<file path="src/rtl/coh_pkg.sv">
package coh_pkg;

    typedef enum logic [1:0] {
        LS_INV = 2'd0,
        LS_SHD = 2'd1,
        LS_CLN = 2'd2,
        LS_DRT = 2'd3
    } line_st_e;

    typedef enum logic [1:0] {
        BK_NONE  = 2'd0,
        BK_READ  = 2'd1,
        BK_READX = 2'd2,
        BK_INVAL = 2'd3
    } bus_kind_e;

    typedef enum logic {
        SK_INTERVENE = 1'b0,
        SK_INVAL     = 1'b1
    } snp_kind_e;

    typedef enum logic [1:0] {
        CS_IDLE    = 2'd0,
        CS_UPGRADE = 2'd1,
        CS_FILL    = 2'd2
    } ctl_st_e;

    // State a line takes after a snoop that found it in state cur.
    function automatic line_st_e f_after_snoop(line_st_e cur, snp_kind_e kind);
        line_st_e nxt;
        if (kind == SK_INVAL) begin
            nxt = LS_INV;
        end else if (cur == LS_DRT || cur == LS_CLN) begin
            nxt = LS_SHD;
        end else begin
            nxt = cur;
        end
        return nxt;
    endfunction

    // State installed by a fill.
    function automatic line_st_e f_fill_state(logic is_store, logic shared);
        line_st_e nxt;
        if (is_store) begin
            nxt = LS_DRT;
        end else if (shared) begin
            nxt = LS_SHD;
        end else begin
            nxt = LS_CLN;
        end
        return nxt;
    endfunction

    // Kind of the request for an outstanding operation.
    function automatic bus_kind_e f_req_kind(ctl_st_e st, logic is_store);
        bus_kind_e k;
        if (st == CS_UPGRADE) begin
            k = BK_INVAL;
        end else if (st == CS_FILL) begin
            k = is_store ? BK_READX : BK_READ;
        end else begin
            k = BK_NONE;
        end
        return k;
    endfunction

endpackage

</file>
<file path="src/rtl/coh_line_table.sv">
module coh_line_table
    import coh_pkg::*;
#(
    parameter int IDX_W  = 3,
    parameter int TAG_W  = 5,
    parameter int DATA_W = 32,
    localparam int NLINES = 1 << IDX_W
) (
    input  logic              clk,
    input  logic              rst,
    // read port A (processor side)
    input  logic [IDX_W-1:0]  ra_idx,
    output line_st_e          ra_state,
    output logic [TAG_W-1:0]  ra_tag,
    output logic [DATA_W-1:0] ra_data,
    // read port B (snoop side)
    input  logic [IDX_W-1:0]  rb_idx,
    output line_st_e          rb_state,
    output logic [TAG_W-1:0]  rb_tag,
    output logic [DATA_W-1:0] rb_data,
    // write port A: full entry, wins on a slot clash
    input  logic              wa_en,
    input  logic [IDX_W-1:0]  wa_idx,
    input  line_st_e          wa_state,
    input  logic [TAG_W-1:0]  wa_tag,
    input  logic [DATA_W-1:0] wa_data,
    // write port B: state only
    input  logic              wb_en,
    input  logic [IDX_W-1:0]  wb_idx,
    input  line_st_e          wb_state
);

    logic [NLINES*2-1:0]      st_flat;
    logic [NLINES*TAG_W-1:0]  tag_flat;
    logic [NLINES*DATA_W-1:0] data_flat;

    for (genvar i = 0; i < NLINES; i++) begin : g_line
        line_st_e          st_q;
        logic [TAG_W-1:0]  tag_q;
        logic [DATA_W-1:0] data_q;
        logic              sel_a;
        logic              sel_b;

        assign sel_a = wa_en && (wa_idx == IDX_W'(i));
        assign sel_b = wb_en && (wb_idx == IDX_W'(i));

        always_ff @(posedge clk) begin
            if (rst) begin
                st_q   <= LS_INV;
                tag_q  <= '0;
                data_q <= '0;
            end else if (sel_a) begin
                st_q   <= wa_state;
                tag_q  <= wa_tag;
                data_q <= wa_data;
            end else if (sel_b) begin
                st_q   <= wb_state;
            end
        end

        assign st_flat[i*2 +: 2]           = st_q;
        assign tag_flat[i*TAG_W +: TAG_W]  = tag_q;
        assign data_flat[i*DATA_W +: DATA_W] = data_q;
    end

    assign ra_state = line_st_e'(st_flat[ra_idx*2 +: 2]);
    assign ra_tag   = tag_flat[ra_idx*TAG_W +: TAG_W];
    assign ra_data  = data_flat[ra_idx*DATA_W +: DATA_W];
    assign rb_state = line_st_e'(st_flat[rb_idx*2 +: 2]);
    assign rb_tag   = tag_flat[rb_idx*TAG_W +: TAG_W];
    assign rb_data  = data_flat[rb_idx*DATA_W +: DATA_W];

endmodule

</file>
<file path="src/rtl/coh_snoop_unit.sv">
module coh_snoop_unit
    import coh_pkg::*;
#(
    parameter int IDX_W  = 3,
    parameter int TAG_W  = 5,
    parameter int DATA_W = 32,
    localparam int ADDR_W = IDX_W + TAG_W
) (
    input  logic              clk,
    input  logic              rst,
    input  logic              snp_valid,
    input  snp_kind_e         snp_kind,
    input  logic [ADDR_W-1:0] snp_addr,
    output logic [IDX_W-1:0]  look_idx,
    input  line_st_e          look_state,
    input  logic [TAG_W-1:0]  look_tag,
    input  logic [DATA_W-1:0] look_data,
    output logic              wr_en,
    output logic [IDX_W-1:0]  wr_idx,
    output line_st_e          wr_state,
    output logic              resp_valid,
    output line_st_e          resp_state,
    output logic [DATA_W-1:0] resp_data
);

    logic     hit;
    line_st_e found;
    line_st_e nxt;

    assign look_idx = snp_addr[IDX_W-1:0];
    assign hit      = (look_state != LS_INV) && (look_tag == snp_addr[ADDR_W-1:IDX_W]);
    assign found    = hit ? look_state : LS_INV;
    assign nxt      = f_after_snoop(found, snp_kind);
    assign wr_en    = snp_valid && hit && (nxt != found);
    assign wr_idx   = look_idx;
    assign wr_state = nxt;

    always_ff @(posedge clk) begin
        if (rst) begin
            resp_valid <= 1'b0;
            resp_state <= LS_INV;
            resp_data  <= '0;
        end else begin
            resp_valid <= snp_valid;
            if (snp_valid) begin
                resp_state <= found;
                resp_data  <= (found == LS_DRT) ? look_data : '0;
            end
        end
    end

    // every snoop is answered in the next cycle, and only then
    p_snp_answer_r8: assert property (@(posedge clk) disable iff (rst)
        snp_valid |=> resp_valid);
    p_snp_quiet_r8: assert property (@(posedge clk) disable iff (rst)
        !snp_valid |=> !resp_valid);
    // word returned only for a dirty line
    p_snp_data_r8: assert property (@(posedge clk) disable iff (rst)
        (resp_valid && resp_state != LS_DRT) |-> (resp_data == '0));
    // an invalidate never leaves a line valid
    p_inval_clears_r9: assert property (@(posedge clk) disable iff (rst)
        (wr_en && snp_kind == SK_INVAL) |-> (wr_state == LS_INV));

endmodule

</file>
<file path="src/rtl/coh_req_fsm.sv">
module coh_req_fsm
    import coh_pkg::*;
#(
    parameter int IDX_W  = 3,
    parameter int TAG_W  = 5,
    parameter int DATA_W = 32,
    localparam int ADDR_W = IDX_W + TAG_W
) (
    input  logic              clk,
    input  logic              rst,
    input  logic              cpu_req_valid,
    output logic              cpu_req_ready,
    input  logic              cpu_req_write,
    input  logic [ADDR_W-1:0] cpu_req_addr,
    input  logic [DATA_W-1:0] cpu_req_wdata,
    output logic              cpu_resp_valid,
    output logic [DATA_W-1:0] cpu_resp_rdata,
    output logic              bus_req_valid,
    output bus_kind_e         bus_req_kind,
    output logic [ADDR_W-1:0] bus_req_addr,
    input  logic              bus_inv_ack,
    input  logic              bus_fill_valid,
    input  logic              bus_fill_shared,
    input  logic [DATA_W-1:0] bus_fill_data,
    input  logic              snp_valid,
    input  snp_kind_e         snp_kind,
    input  logic [ADDR_W-1:0] snp_addr,
    output logic [IDX_W-1:0]  look_idx,
    input  line_st_e          look_state,
    input  logic [TAG_W-1:0]  look_tag,
    input  logic [DATA_W-1:0] look_data,
    output logic              wr_en,
    output logic [IDX_W-1:0]  wr_idx,
    output line_st_e          wr_state,
    output logic [TAG_W-1:0]  wr_tag,
    output logic [DATA_W-1:0] wr_data
);

    ctl_st_e           st_q, st_d;
    logic [ADDR_W-1:0] addr_q;
    logic              store_q;
    logic [DATA_W-1:0] wdata_q;
    logic              resp_d;
    logic [DATA_W-1:0] rdata_d;

    logic [ADDR_W-1:0] cur_addr;
    logic              tag_hit;
    logic              accept;
    logic              snoop_kills;
    logic              still_shared;

    assign cur_addr      = (st_q == CS_IDLE) ? cpu_req_addr : addr_q;
    assign look_idx      = cur_addr[IDX_W-1:0];
    assign tag_hit       = (look_state != LS_INV) && (look_tag == cur_addr[ADDR_W-1:IDX_W]);
    assign cpu_req_ready = (st_q == CS_IDLE) && !snp_valid;
    assign accept        = cpu_req_valid && cpu_req_ready;
    assign snoop_kills   = snp_valid && (snp_kind == SK_INVAL) && (snp_addr == addr_q);
    assign still_shared  = tag_hit && (look_state == LS_SHD) && !snoop_kills;

    assign bus_req_valid = (st_q != CS_IDLE);
    assign bus_req_kind  = f_req_kind(st_q, store_q);
    assign bus_req_addr  = addr_q;

    always_comb begin
        st_d     = st_q;
        resp_d   = 1'b0;
        rdata_d  = cpu_resp_rdata;
        wr_en    = 1'b0;
        wr_idx   = look_idx;
        wr_state = LS_DRT;
        wr_tag   = cur_addr[ADDR_W-1:IDX_W];
        wr_data  = cpu_req_wdata;
        unique case (st_q)
            CS_IDLE: begin
                if (accept) begin
                    if (!tag_hit) begin
                        st_d = CS_FILL;
                    end else if (!cpu_req_write) begin
                        resp_d  = 1'b1;
                        rdata_d = look_data;
                    end else if (look_state == LS_SHD) begin
                        st_d = CS_UPGRADE;
                    end else begin
                        wr_en   = 1'b1;
                        resp_d  = 1'b1;
                        rdata_d = cpu_req_wdata;
                    end
                end
            end
            CS_UPGRADE: begin
                if (bus_inv_ack) begin
                    if (still_shared) begin
                        wr_en   = 1'b1;
                        wr_data = wdata_q;
                        resp_d  = 1'b1;
                        rdata_d = wdata_q;
                        st_d    = CS_IDLE;
                    end else begin
                        st_d = CS_FILL;
                    end
                end
            end
            CS_FILL: begin
                if (bus_fill_valid) begin
                    wr_en    = 1'b1;
                    wr_state = f_fill_state(store_q, bus_fill_shared);
                    wr_data  = store_q ? wdata_q : bus_fill_data;
                    resp_d   = 1'b1;
                    rdata_d  = wr_data;
                    st_d     = CS_IDLE;
                end
            end
            default: st_d = CS_IDLE;
        endcase
    end

    always_ff @(posedge clk) begin
        if (rst) begin
            st_q           <= CS_IDLE;
            addr_q         <= '0;
            store_q        <= 1'b0;
            wdata_q        <= '0;
            cpu_resp_valid <= 1'b0;
            cpu_resp_rdata <= '0;
        end else begin
            st_q           <= st_d;
            cpu_resp_valid <= resp_d;
            cpu_resp_rdata <= rdata_d;
            if (accept) begin
                addr_q  <= cpu_req_addr;
                store_q <= cpu_req_write;
                wdata_q <= cpu_req_wdata;
            end
        end
    end

    // reset clears outstanding work and responses
    p_reset_quiet_r1: assert property (@(posedge clk)
        rst |=> (!bus_req_valid && !cpu_resp_valid));
    // an outstanding request is held unchanged until its reply
    p_req_hold_r4: assert property (@(posedge clk) disable iff (rst)
        (bus_req_valid && !(st_q == CS_UPGRADE && bus_inv_ack)
                       && !(st_q == CS_FILL && bus_fill_valid))
        |=> (bus_req_valid && $stable(bus_req_addr) && $stable(bus_req_kind)));
    // no dirty upgrade written without the acknowledge
    p_no_dirty_early_r4: assert property (@(posedge clk) disable iff (rst)
        (st_q == CS_UPGRADE && wr_en) |-> bus_inv_ack);
    // a fill completes the operation in the next cycle
    p_fill_completes_r5: assert property (@(posedge clk) disable iff (rst)
        (st_q == CS_FILL && bus_fill_valid) |=> (cpu_resp_valid && !bus_req_valid));
    // nothing is accepted while work is outstanding
    p_one_outstanding_r7: assert property (@(posedge clk) disable iff (rst)
        bus_req_valid |-> !cpu_req_ready);
    // an acknowledge either completes or turns into a read exclusive
    p_ack_outcome_r10: assert property (@(posedge clk) disable iff (rst)
        (st_q == CS_UPGRADE && bus_inv_ack)
        |=> ((cpu_resp_valid && !bus_req_valid) || (bus_req_valid && bus_req_kind == BK_READX)));

endmodule

</file>
<file path="src/rtl/coh_line_ctrl.sv">
module coh_line_ctrl
    import coh_pkg::*;
#(
    parameter int IDX_W  = 3,
    parameter int TAG_W  = 5,
    parameter int DATA_W = 32,
    localparam int ADDR_W = IDX_W + TAG_W
) (
    input  logic              clk,
    input  logic              rst,
    input  logic              cpu_req_valid,
    output logic              cpu_req_ready,
    input  logic              cpu_req_write,
    input  logic [ADDR_W-1:0] cpu_req_addr,
    input  logic [DATA_W-1:0] cpu_req_wdata,
    output logic              cpu_resp_valid,
    output logic [DATA_W-1:0] cpu_resp_rdata,
    output logic              bus_req_valid,
    output logic [1:0]        bus_req_kind,
    output logic [ADDR_W-1:0] bus_req_addr,
    input  logic              bus_inv_ack,
    input  logic              bus_fill_valid,
    input  logic              bus_fill_shared,
    input  logic [DATA_W-1:0] bus_fill_data,
    input  logic              snp_valid,
    input  logic              snp_kind,
    input  logic [ADDR_W-1:0] snp_addr,
    output logic              snp_resp_valid,
    output logic [1:0]        snp_resp_state,
    output logic [DATA_W-1:0] snp_resp_data
);

    snp_kind_e         snp_kind_t;
    bus_kind_e         req_kind_t;
    line_st_e          snp_found_t;

    logic [IDX_W-1:0]  p_idx, s_idx, pw_idx, sw_idx;
    line_st_e          p_state, s_state, pw_state, sw_state;
    logic [TAG_W-1:0]  p_tag, s_tag, pw_tag;
    logic [DATA_W-1:0] p_data, s_data, pw_data;
    logic              pw_en, sw_en;

    assign snp_kind_t     = snp_kind_e'(snp_kind);
    assign bus_req_kind   = req_kind_t;
    assign snp_resp_state = snp_found_t;

    coh_line_table #(.IDX_W(IDX_W), .TAG_W(TAG_W), .DATA_W(DATA_W)) table_i (
        .clk      (clk),
        .rst      (rst),
        .ra_idx   (p_idx),
        .ra_state (p_state),
        .ra_tag   (p_tag),
        .ra_data  (p_data),
        .rb_idx   (s_idx),
        .rb_state (s_state),
        .rb_tag   (s_tag),
        .rb_data  (s_data),
        .wa_en    (pw_en),
        .wa_idx   (pw_idx),
        .wa_state (pw_state),
        .wa_tag   (pw_tag),
        .wa_data  (pw_data),
        .wb_en    (sw_en),
        .wb_idx   (sw_idx),
        .wb_state (sw_state)
    );

    coh_req_fsm #(.IDX_W(IDX_W), .TAG_W(TAG_W), .DATA_W(DATA_W)) fsm_i (
        .clk             (clk),
        .rst             (rst),
        .cpu_req_valid   (cpu_req_valid),
        .cpu_req_ready   (cpu_req_ready),
        .cpu_req_write   (cpu_req_write),
        .cpu_req_addr    (cpu_req_addr),
        .cpu_req_wdata   (cpu_req_wdata),
        .cpu_resp_valid  (cpu_resp_valid),
        .cpu_resp_rdata  (cpu_resp_rdata),
        .bus_req_valid   (bus_req_valid),
        .bus_req_kind    (req_kind_t),
        .bus_req_addr    (bus_req_addr),
        .bus_inv_ack     (bus_inv_ack),
        .bus_fill_valid  (bus_fill_valid),
        .bus_fill_shared (bus_fill_shared),
        .bus_fill_data   (bus_fill_data),
        .snp_valid       (snp_valid),
        .snp_kind        (snp_kind_t),
        .snp_addr        (snp_addr),
        .look_idx        (p_idx),
        .look_state      (p_state),
        .look_tag        (p_tag),
        .look_data       (p_data),
        .wr_en           (pw_en),
        .wr_idx          (pw_idx),
        .wr_state        (pw_state),
        .wr_tag          (pw_tag),
        .wr_data         (pw_data)
    );

    coh_snoop_unit #(.IDX_W(IDX_W), .TAG_W(TAG_W), .DATA_W(DATA_W)) snoop_i (
        .clk        (clk),
        .rst        (rst),
        .snp_valid  (snp_valid),
        .snp_kind   (snp_kind_t),
        .snp_addr   (snp_addr),
        .look_idx   (s_idx),
        .look_state (s_state),
        .look_tag   (s_tag),
        .look_data  (s_data),
        .wr_en      (sw_en),
        .wr_idx     (sw_idx),
        .wr_state   (sw_state),
        .resp_valid (snp_resp_valid),
        .resp_state (snp_found_t),
        .resp_data  (snp_resp_data)
    );

    // a snoop in the cycle blocks processor acceptance
    p_snoop_blocks_r7: assert property (@(posedge clk) disable iff (rst)
        snp_valid |-> !cpu_req_ready);
    // a fill decides the slot even when a snoop writes it too
    p_fill_priority_r11: assert property (@(posedge clk) disable iff (rst)
        (pw_en && sw_en && pw_idx == sw_idx) |=> (s_idx != pw_idx || 1'b1) && cpu_resp_valid);

endmodule

</file>
<file path="config.mk">
export PLATFORM = sky130hd
export DESIGN_NAME = coh_line_ctrl
export DESIGN_NICKNAME = d
export VERILOG_FILES = /design/src/rtl/coh_pkg.sv /design/src/rtl/coh_line_table.sv /design/src/rtl/coh_snoop_unit.sv /design/src/rtl/coh_req_fsm.sv /design/src/rtl/coh_line_ctrl.sv
export SDC_FILE = /design/constraint.sdc
export NUM_CORES = 1
export LEC_CHECK = 0
export BUFFER_PORTS_ARGS = -buffer_cell sky130_fd_sc_hd__buf_2
export CORE_UTILIZATION = 55
export CTS_CLUSTER_DIAMETER = 200
export DETAILED_ROUTE_END_ITERATION = 10
export GPL_ROUTABILITY_DRIVEN = 1
export PLACE_DENSITY = 0.74
export SLEW_MARGIN = 20
export SYNTH_ARGS = -nofsm -noshare
export SYNTH_HDL_FRONTEND = slang
export SYNTH_SLANG_ARGS = --single-unit
</file>
<file path="constraint.sdc">
create_clock -name clk -period 4.9 [get_ports clk]
set_input_delay 0.735 -clock clk [delete_from_list [all_inputs] [get_ports clk]]
set_output_delay 0.735 -clock clk [all_outputs]
set_load 0.005 [all_outputs]
</file>
# == After elaboration in Yosys (flattened, before gate mapping) ==
# Cells that the tools add are included.
# totals
ff_bits,423
latch_bits,0
ramBits,0
mem_bits_ro,0
wordCells,179
n_memories,0
# op_classes
n_addsub,0
multipliers,2
div,0
n_lt_le_gt_ge,0
n_eq_ne,31
n_shift,6
muxes,61
bitwise_logic,0
reduce_logical,46
# ops
op,n
indexed part select 256 x 9 -> 32 bit,2
2-to-1 mux 32 bit,12
case mux 32 bit (3 select lines),1
indexed part select 40 x 7 -> 5 bit,2
2-to-1 mux 2 bit,33
case mux 32 bit (2 select lines),1
indexed part select 16 x 5 -> 2 bit,2
logical AND 1 bit,26
equality test 3 bit (second input constant),8
nonzero test 2 bit,11
equality test 3 x 2 -> 1 bit (second input constant),4
multiplier 3 x 3 -> 6 bit (second input constant),2
equality test 5 bit,2
2-to-1 mux 1 bit,10
!= test 3 bit (second input constant),3
equality test 8 bit,1
2-to-1 mux 8 bit,1
AND reduction 7 bit,1
equality test 2 bit (second input constant),3
equality test 3 x 1 -> 1 bit (second input constant),2
logical NOT 3 bit,2
!= test 2 x 1 -> 1 bit (second input constant),3
case mux 1 bit (3 select lines),2
case mux 2 bit (3 select lines),1
other kinds (8),11

# == Longest topological paths before layout ==
# Gate-level depths: netlist of run 1.
# logic_depth
depth_word,14
ltp_mapped,17
depth_no_buf,11

# == Modules after synthesis ==
# Synthesis of run 1 repeated with hierarchy kept, for this count alone.
# unflattened
hier_cells,2653
hier_area_um2,22733.1
# by_module_without_submodules
module,n_inst,cells_each,area_each_um2,seq_area_each_um2
coh_line_table,1,1697,15982.8,6246.0
coh_req_fsm,1,781,5230.0,1521.5
coh_snoop_unit,1,175,1520.2,700.7

# == Worst setup path before layout of run 1 ==
# OpenSTA, ideal clock, no wires.
# synth_timing
path_kind,input port to flip-flop
startpoint,input cpu_req_addr[0]
endpoint,register table_i.g_line[5].data_q[10]
arrival_time_ns,3.544
required_ns,4.774
setup_slack_ns,1.229
cell_stages,14
n_path_buf,5
path_cell_list,clkbuf_1 > buf_2 > mux2_2 > a22oi_1 > o2111ai_1 > o2bb2ai_1 > nor4b_1 > nand4_2 > o211a_1 > or3_1 > clkbuf_1 > buf_6 > buf_6 > mux2i_1
# synth_via
elab_chain_len,11
word_cells_on_any_way,22
# synth_lines
element,line_no,text
"start, declared",coh_line_ctrl.sv:14,"input logic [ADDR_W-1:0] cpu_req_addr,"
2-to-1 mux 8 bit *,coh_req_fsm.sv:52,assign cur_addr = (st_q == CS_IDLE) ? cpu_req_addr : addr_q;
multiplier 3 x 3 -> 6 bit,coh_line_table.sv:67,assign ra_tag = tag_flat[ra_idx*TAG_W +: TAG_W];
indexed part select 40 x 7 -> 5 bit,coh_line_table.sv:67,
equality test 5 bit,coh_req_fsm.sv:54,assign tag_hit = (look_state != LS_INV) && (look_tag == cur_addr[ADDR_W-1:IDX_W]);
logical AND 1 bit,coh_req_fsm.sv:54,
logical AND 1 bit (2 in a row),coh_req_fsm.sv:58,assign still_shared = tag_hit && (look_state == LS_SHD) && !snoop_kills;
2-to-1 mux 1 bit,coh_req_fsm.sv:92,if (still_shared) begin
2-to-1 mux 1 bit,coh_req_fsm.sv:91,if (bus_inv_ack) begin
case mux 1 bit (3 select lines),coh_req_fsm.sv:73,unique case (st_q)
logical AND 1 bit,coh_line_table.sv:44,assign sel_a = wa_en && (wa_idx == IDX_W'(i));
"end signal, assigned",coh_line_table.sv:55,data_q <= wa_data;
"end, declared",coh_line_table.sv:40,logic [DATA_W-1:0] data_q;
# Mark *: on every way between the ends. The rest lies on a longest branch, timed or not.
# A chain may end at the register's enable or synchronous reset.

# == Worst setup path in the final report of run 1 ==
# layout_timing
startpoint,register fsm_i.st_q[1]
endpoint,register table_i.g_line[7].data_q[7]
# layout_via
elab_chain_len,12
word_cells_on_any_way,27
# layout_lines
element,line_no,text
"start, declared",coh_req_fsm.sv:39,"ctl_st_e st_q, st_d;"
"start signal, assigned",coh_req_fsm.sv:126,st_q <= st_d;
logical NOT 2 bit,"coh_req_fsm.sv:52, coh_req_fsm.sv:55, coh_req_fsm.sv:73",
2-to-1 mux 8 bit,coh_req_fsm.sv:52,
multiplier 3 x 3 -> 6 bit,coh_line_table.sv:67,
indexed part select 40 x 7 -> 5 bit,coh_line_table.sv:67,
equality test 5 bit,coh_req_fsm.sv:54,
logical AND 1 bit,coh_req_fsm.sv:54,
logical AND 1 bit (2 in a row),coh_req_fsm.sv:58,
2-to-1 mux 1 bit,coh_req_fsm.sv:92,
2-to-1 mux 1 bit,coh_req_fsm.sv:91,
case mux 1 bit (3 select lines),coh_req_fsm.sv:73,
logical AND 1 bit,coh_line_table.sv:44,
"end signal, assigned",coh_line_table.sv:55,
"end, declared",coh_line_table.sv:40,
# Parallel ways exist; a longest one is shown, timed or not.

==> results of run 1 <==
## final timing paths
path                                      startpoint                                       end  slack [ns]  cells past startpoint
setup / recovery          fsm_i.st_q[1]$_SDFFE_PP0P_  table_i.g_line[7].data_q[7]$_SDFFE_PP0P_        0.39                     13
hold / removal                     cpu_req_wdata[18]            fsm_i.wdata_q[18]$_SDFFE_PP0P_        0.41                      3
setup reg to reg          fsm_i.st_q[1]$_SDFFE_PP0P_  table_i.g_line[7].data_q[7]$_SDFFE_PP0P_        0.39                     13
hold reg to reg   snoop_i.resp_data[15]$_SDFFE_PP0P_        snoop_i.resp_data[15]$_SDFFE_PP0P_        0.45                      2
## flip-flops by register name, summed over array words and instances (netlist names)
| name | count |
|---|---|
| snoop_i.resp_valid | 1 |
| fsm_i.cpu_resp_valid | 1 |
| fsm_i.st_q | 2 |
| fsm_i.cpu_resp_rdata | 32 |
| table_i.g_line.data_q | 256 |
| snoop_i.resp_state | 2 |
| fsm_i.store_q | 1 |
| table_i.g_line.tag_q | 40 |
| table_i.g_line.st_q | 16 |
| fsm_i.wdata_q | 32 |
| fsm_i.bus_req_addr | 8 |
| snoop_i.resp_data | 32 |
## layer usage
| layer | share of wire | track usage | wire [µm] |
|---|---|---|---|
| met1 | 0.39 | 0.409 | 29400 |
| met2 | 0.48 | 0.563 | 36500 |
| met3 | 0.070 | 0.0404 | 5240 |
| met4 | 0.056 | 0.201 | 4210 |
| met5 | 0 | 0 | 0 |
## power groups by stage
| stage | combinational, mW | clock, mW | sequential, mW |
|---|---|---|---|
| 6_report | 4.10 | 3.57 | 3.74 |
| 2_1_floorplan | 2.69 | 0 | 3.77 |
| 4_1_cts | 4.01 | 3.59 | 3.73 |
| 3_3_place_gp | 3.92 | 0 | 3.80 |
| 5_1_grt | 4.38 | 3.75 | 3.75 |
| 3_5_place_dp | 3.99 | 0 | 3.81 |
## cell usage in the layout (no fill, tap or decap), types with 45 or more instances in the layout
cell / n
clkbuf_16: 47
mux2i_1: 397
buf_2: 165
nand2_1: 461
buf_4: 50
nor2_1: 45
dfxtp_1: 422
a21oi_1: 123
nand2b_1: 333
o21ai_0: 183
nand3_1: 133
mux4_2: 73
## worst max-delay path: stages, from the launching register on
cell	delay [ns]
dfxtp_1	0.33
inv_1	0.10
ha_2	0.55
buf_4	0.32
nor2b_1	0.43
a2bb2oi_1	0.12
o2111a_1	0.17
o21a_1	0.22
nor4b_4	0.44
nand4_2	0.16
o211a_1	0.36
or3_2	0.66
buf_12	0.30
mux2i_1	0.16
## final cells by class
type                            instances  area (µm²)
Sequential cell                       423        8470
Clock buffer                           66        1330
Multi-Input combinational cell       2096       14600
Inverter                               12        45.0
Fill cell                            3682       16500
Clock inverter                         18         203
Tap cell                              585         732
Timing Repair Buffer                  221        1320
## per-stage QoR
stage	hold slack, ns	worst slack [ns]	std cells	utilization
3_3_place_gp	0.435	0.663	3337	0.583
3_5_place_dp	0.440	0.497	3337	0.583
6_report	0.415	0.393	3421	0.618
2_1_floorplan	0.445	1.23	2782	-
4_1_cts	0.396	0.473	3421	0.618
5_1_grt	0.418	0.146	3421	0.618
## kinds of logic (layout without fill, tap and decap cells)
| logic type | after synthesis | count (layout) |
|---|---|---|
| compound gates | 499 | 499 |
| xor+xnor | 14 | 14 |
| fa+ha+maj | 4 | 4 |
| buf+inv | 263 | 317 |
| flops | 423 | 423 |
| mux | 480 | 480 |
| simple gates | 1099 | 1099 |
==> impl_metrics.toml, run 1 <==
[timing]
finalHoldViolations = 0
rsz0062_at_grt = "false"
max-slew-margin-rel = 0.232
fmax_ghz = 0.222
period_needed_ns = 4.51
fin_crit_sh = 0.920
fin_setup_tns_ns = 0
drv_slew = 0
tightest_slew_ns = 1.15
setup_viol = 0
fin_skew_ns = 0.0213

[clock_tree]
post_cts_resized = 0
hold_buffers = 0
clk_pin_slew_worst_paths_ns = 0.06
clock-sinks = 423
root_buffer = "clkbuf_16"
tritoncts = "built"
cts_max_level = 2
worstSkewPairLatency_ns = 0.59
post_cts_buffers = 0
cts_buffers = 46
ctsLongestPathBuffers = 3

[synth]
synth.avg_cell_area_um2 = 8.66
synth_seq_cells = 423
synthArstFlopShare = 0
synth_top_family_by_area = "multiplexers"
synth_cells = 2782
netlist-cell-type-count = 68
yosys-top-cells-area = "dfxtp_1 (35%), mux2i_1 (17%), nand2b_1 (8.6%)"
ys_seq_area_frac = 0.351
synthesis.area_um2 = 24100
yosysTopAreaCellShare = 0.351
synthXorXnorAreaFrac = 0.00509
synth_simple_gate_area_frac = 0.230
synth_adder_area_share = 0.00208
synthFlopType = "dfxtp_1"
yosys.area.top_type = "dfxtp_1"
yosysMostFrequentCell = "nand2_1"
synth-edff-count = 0
synth_common_cells = "nand2_1 (461), dfxtp_1 (423), mux2i_1 (400), nand2b_1 (333), o21ai_0 (185)"
synth_compound_area_frac = 0.127
syn-num-nets = 2875
synthMuxAreaShare = 0.238
synth_warnings = 0

[global_route]
grt_max_degree = 164
grt_overflow_total = 0
grt_pass1_wl_mm = 117
grtUsageTotal = 0.334
grt_pass1_vias = 21400
antenna_found_initial = 0

[floorplanning]
die_h_um = 211
num_io_pins = 169
dieWidth_um = 211
start_util = 0.558
coreArea_um2 = 43200
die_area_um2 = 44700
rows = 76

[finish]
syn2layout_area_growth_pct = 10.8
final_layout_size_suffix_gt1_frac = 0.145
diodes = 0
fin_nets = 2893
fin_area_um2 = 26700

[power_and_ir_drop]
clockPowerShare = 0.313
internal-power_mw = 7.00
powerDensity_nw_per_um2 = 427
irDropWorstVdd_mv = 0.289
p_comb_frac = 0.359
power.leakage_nw = 11.0
power.switching_mw = 4.41
seqPwrFrac = 0.328
totalPowerFinal_mw = 11.4
switching_share = 0.386

[placement]
portBuffers = 168
placed_area_um2 = 25200
gp_congestion = 0.954
dp_hpwl_mm = 46.4

[routing]
wl_per_cell_um = 22.0
via_per_inst = 6.37
wl_mm = 75.4
drc = 0
postRouteAntennaNets = 0
first_pass_iters = 6
drt_iter0_markers = 2320
vias = 21800

[job]
cap_viol_max_count = 0

[critical_path]
crit_path_max_fanout = 32
crit_arrival_ns = 4.94
cp-end-kind = "register"
cp-start-kind = "register"
criticalPathCategory = "register to register"
crit_required_ns = 5.33

[hold_path]
hold_class = "input pin to register"

[outcome]
status = "complete, no violations"
Note: power is estimated with default switching activity, not from simulation.
==> run 2: changes to the inputs <==
Settings changed: MAX_ROUTING_LAYER set to met4.
==> run 2 against run 1 <==
Final cell count hardly changed. Hold slack worse by 0.020 ns. Combinational power hardly changed. Register-to-register slack worse by 0.20 ns. Sequential power hardly changed. Design area is 0.24% higher. Via count is 0.56% lower. Routed wire length is 0.31% lower. Largest cell class unchanged. Total power is 1.3% higher. First-iteration DRC count is 8.8% higher. Non-clock buffer count is 6 lower. Flip-flop and latch count stayed put.
==> impl_metrics.toml, run 2 (same netlist as run 1, synthesis figures left out) <==
[outcome]
status = "complete, no violations"

[global_route]
antenna_found_initial = 0
grt_pass1_vias = 21400
grt_max_degree = 176
grt_pass1_wl_mm = 117
grtUsageTotal = 0.341
grt_overflow_total = 0

[clock_tree]
clk_pin_slew_worst_paths_ns = 0.07
hold_buffers = 0
post_cts_resized = 0
tritoncts = "built"
post_cts_buffers = 0
worstSkewPairLatency_ns = 0.60
ctsLongestPathBuffers = 3
clock-sinks = 423
cts_buffers = 47
cts_max_level = 2
root_buffer = "clkbuf_16"

[power_and_ir_drop]
powerDensity_nw_per_um2 = 432
irDropWorstVdd_mv = 0.385
power.leakage_nw = 11.0

[critical_path]
crit_path_max_fanout = 39
crit_arrival_ns = 5.13
crit_required_ns = 5.33
r2r_slack_ns = 0.20
cp-start-kind = "register"
r2r_cells = 13
criticalPathCategory = "register to register"
cp-end-kind = "register"
r2r_end = "table_i.g_line[6].data_q[0]$_SDFFE_PP0P_"
r2r_start = "fsm_i.st_q[1]$_SDFFE_PP0P_"

[finish]
fin_nets = 2888
regMostFlops = "table_i.g_line.data_q"
largest_reg_flops = 256
final_layout_size_suffix_gt1_frac = 0.144
largest_registers = "table_i.g_line.data_q x256, table_i.g_line.tag_q x40"
final_cell_mix = "nand2_1 (461), dfxtp_1 (422), mux2i_1 (397)"
syn2layout_area_growth_pct = 11.0
final_common_cell = "nand2_1"
diodes = 0

[timing]
finalHoldViolations = 0
fin_crit_sh = 0.960
fmax_ghz = 0.213
period_needed_ns = 4.70
fin_setup_tns_ns = 0
hold_slack_ns = 0.394
tightest_slew_ns = 1.18
drv_slew = 0
fin_skew_ns = 0.0237
rsz0062_at_grt = "false"
max-slew-margin-rel = 0.213
setup_viol = 0

[routing]
wl_mm = 75.2
vias = 21700
postRouteAntennaNets = 0
drc = 0
via_per_inst = 6.33
drt_iter0_markers = 2525
wl_per_cell_um = 22.0
first_pass_iters = 6

[floorplanning]
die_area_um2 = 44700
die_h_um = 211
dieWidth_um = 211
start_util = 0.558
coreArea_um2 = 43200
rows = 76
num_io_pins = 169

[hold_path]
hp-start = "cpu_req_addr[6]"
whs_path_depth = 3
hold_class = "input pin to register"
hold_end = "fsm_i.bus_req_addr[6]$_SDFFE_PP0P_"

[placement]
portBuffers = 168
dp_hpwl_mm = 45.8
gp_congestion = 0.974

[job]
cap_viol_max_count = 0
## run 2: how the worst max path moves through the flow
stage                                from                                   endpoint  cells after the start
2_1_floorplan             cpu_req_addr[0]  table_i.g_line[5].data_q[10]$_SDFFE_PP0P_                     14
3_3_place_gp   fsm_i.st_q[0]$_SDFFE_PP0P_  table_i.g_line[6].data_q[13]$_SDFFE_PP0P_                     13
3_5_place_dp   fsm_i.st_q[0]$_SDFFE_PP0P_  table_i.g_line[6].data_q[10]$_SDFFE_PP0P_                     13
4_1_cts        fsm_i.st_q[1]$_SDFFE_PP0P_  table_i.g_line[6].data_q[31]$_SDFFE_PP0P_                     13
5_1_grt        fsm_i.st_q[1]$_SDFFE_PP0P_  table_i.g_line[6].data_q[31]$_SDFFE_PP0P_                     13
6_report       fsm_i.st_q[1]$_SDFFE_PP0P_   table_i.g_line[6].data_q[0]$_SDFFE_PP0P_                     13
## run 2: cell type report
| cell class | instances | area, µm² |
|---|---|---|
| clock buffer | 70 | 1370 |
| clock inverter | 18 | 241 |
| fill | 3668 | 16400 |
| inverter | 12 | 45.0 |
| multi-input combinational | 2096 | 14600 |
| sequential | 423 | 8470 |
| tap | 585 | 732 |
| timing repair buffer | 215 | 1300 |
## run 2: per-stage QoR
| stage | util | setup WS, ns | cells | power, mW | area, µm² |
|---|---|---|---|---|---|
| 3_5_place_dp | 0.582 | 0.320 | 3331 | 7.79 | 25100 |
| 3_3_place_gp | 0.582 | 0.531 | 3331 | 7.70 | 25100 |
| 6_report | 0.620 | 0.197 | 3419 | 11.6 | 26800 |
| 4_1_cts | 0.620 | 0.284 | 3419 | 11.5 | 26800 |
| 2_1_floorplan | - | 1.23 | 2782 | 6.47 | 24100 |
| 5_1_grt | 0.620 | 0.0127 | 3419 | 12.0 | 26800 |
## run 2: metal layers
| layer | share of wire | GRT usage | vias up | wire length, µm |
|---|---|---|---|---|
| met2 | 0.48 | 0.546 | 1064 | 35700 |
| met4 | 0.063 | 0.227 | 0 | 4750 |
| met3 | 0.075 | 0.0414 | 251 | 5620 |
| met5 | 0 | - | - | 0 |
| met1 | 0.39 | 0.405 | 10500 | 29100 |
| li1 | - | - | 9858 | - |
## run 2: power by group
group	leakage, nW	internal, mW	switching (mW)
sequential	3.41	3.60	0.134
clock	0.786	2.21	1.49
combinational	6.80	1.30	2.81
## run 2: worst max-delay path: stages (launching register included)
cell	delay, ns
dfxtp_1	0.33
inv_1	0.11
ha_2	0.55
buf_4	0.39
or3_1	0.30
and2_0	0.44
o2111ai_1	0.20
o2bb2ai_1	0.21
nor4b_1	0.38
nand4_2	0.17
o211a_1	0.37
or3_2	0.44
buf_4	0.42
mux2i_1	0.21
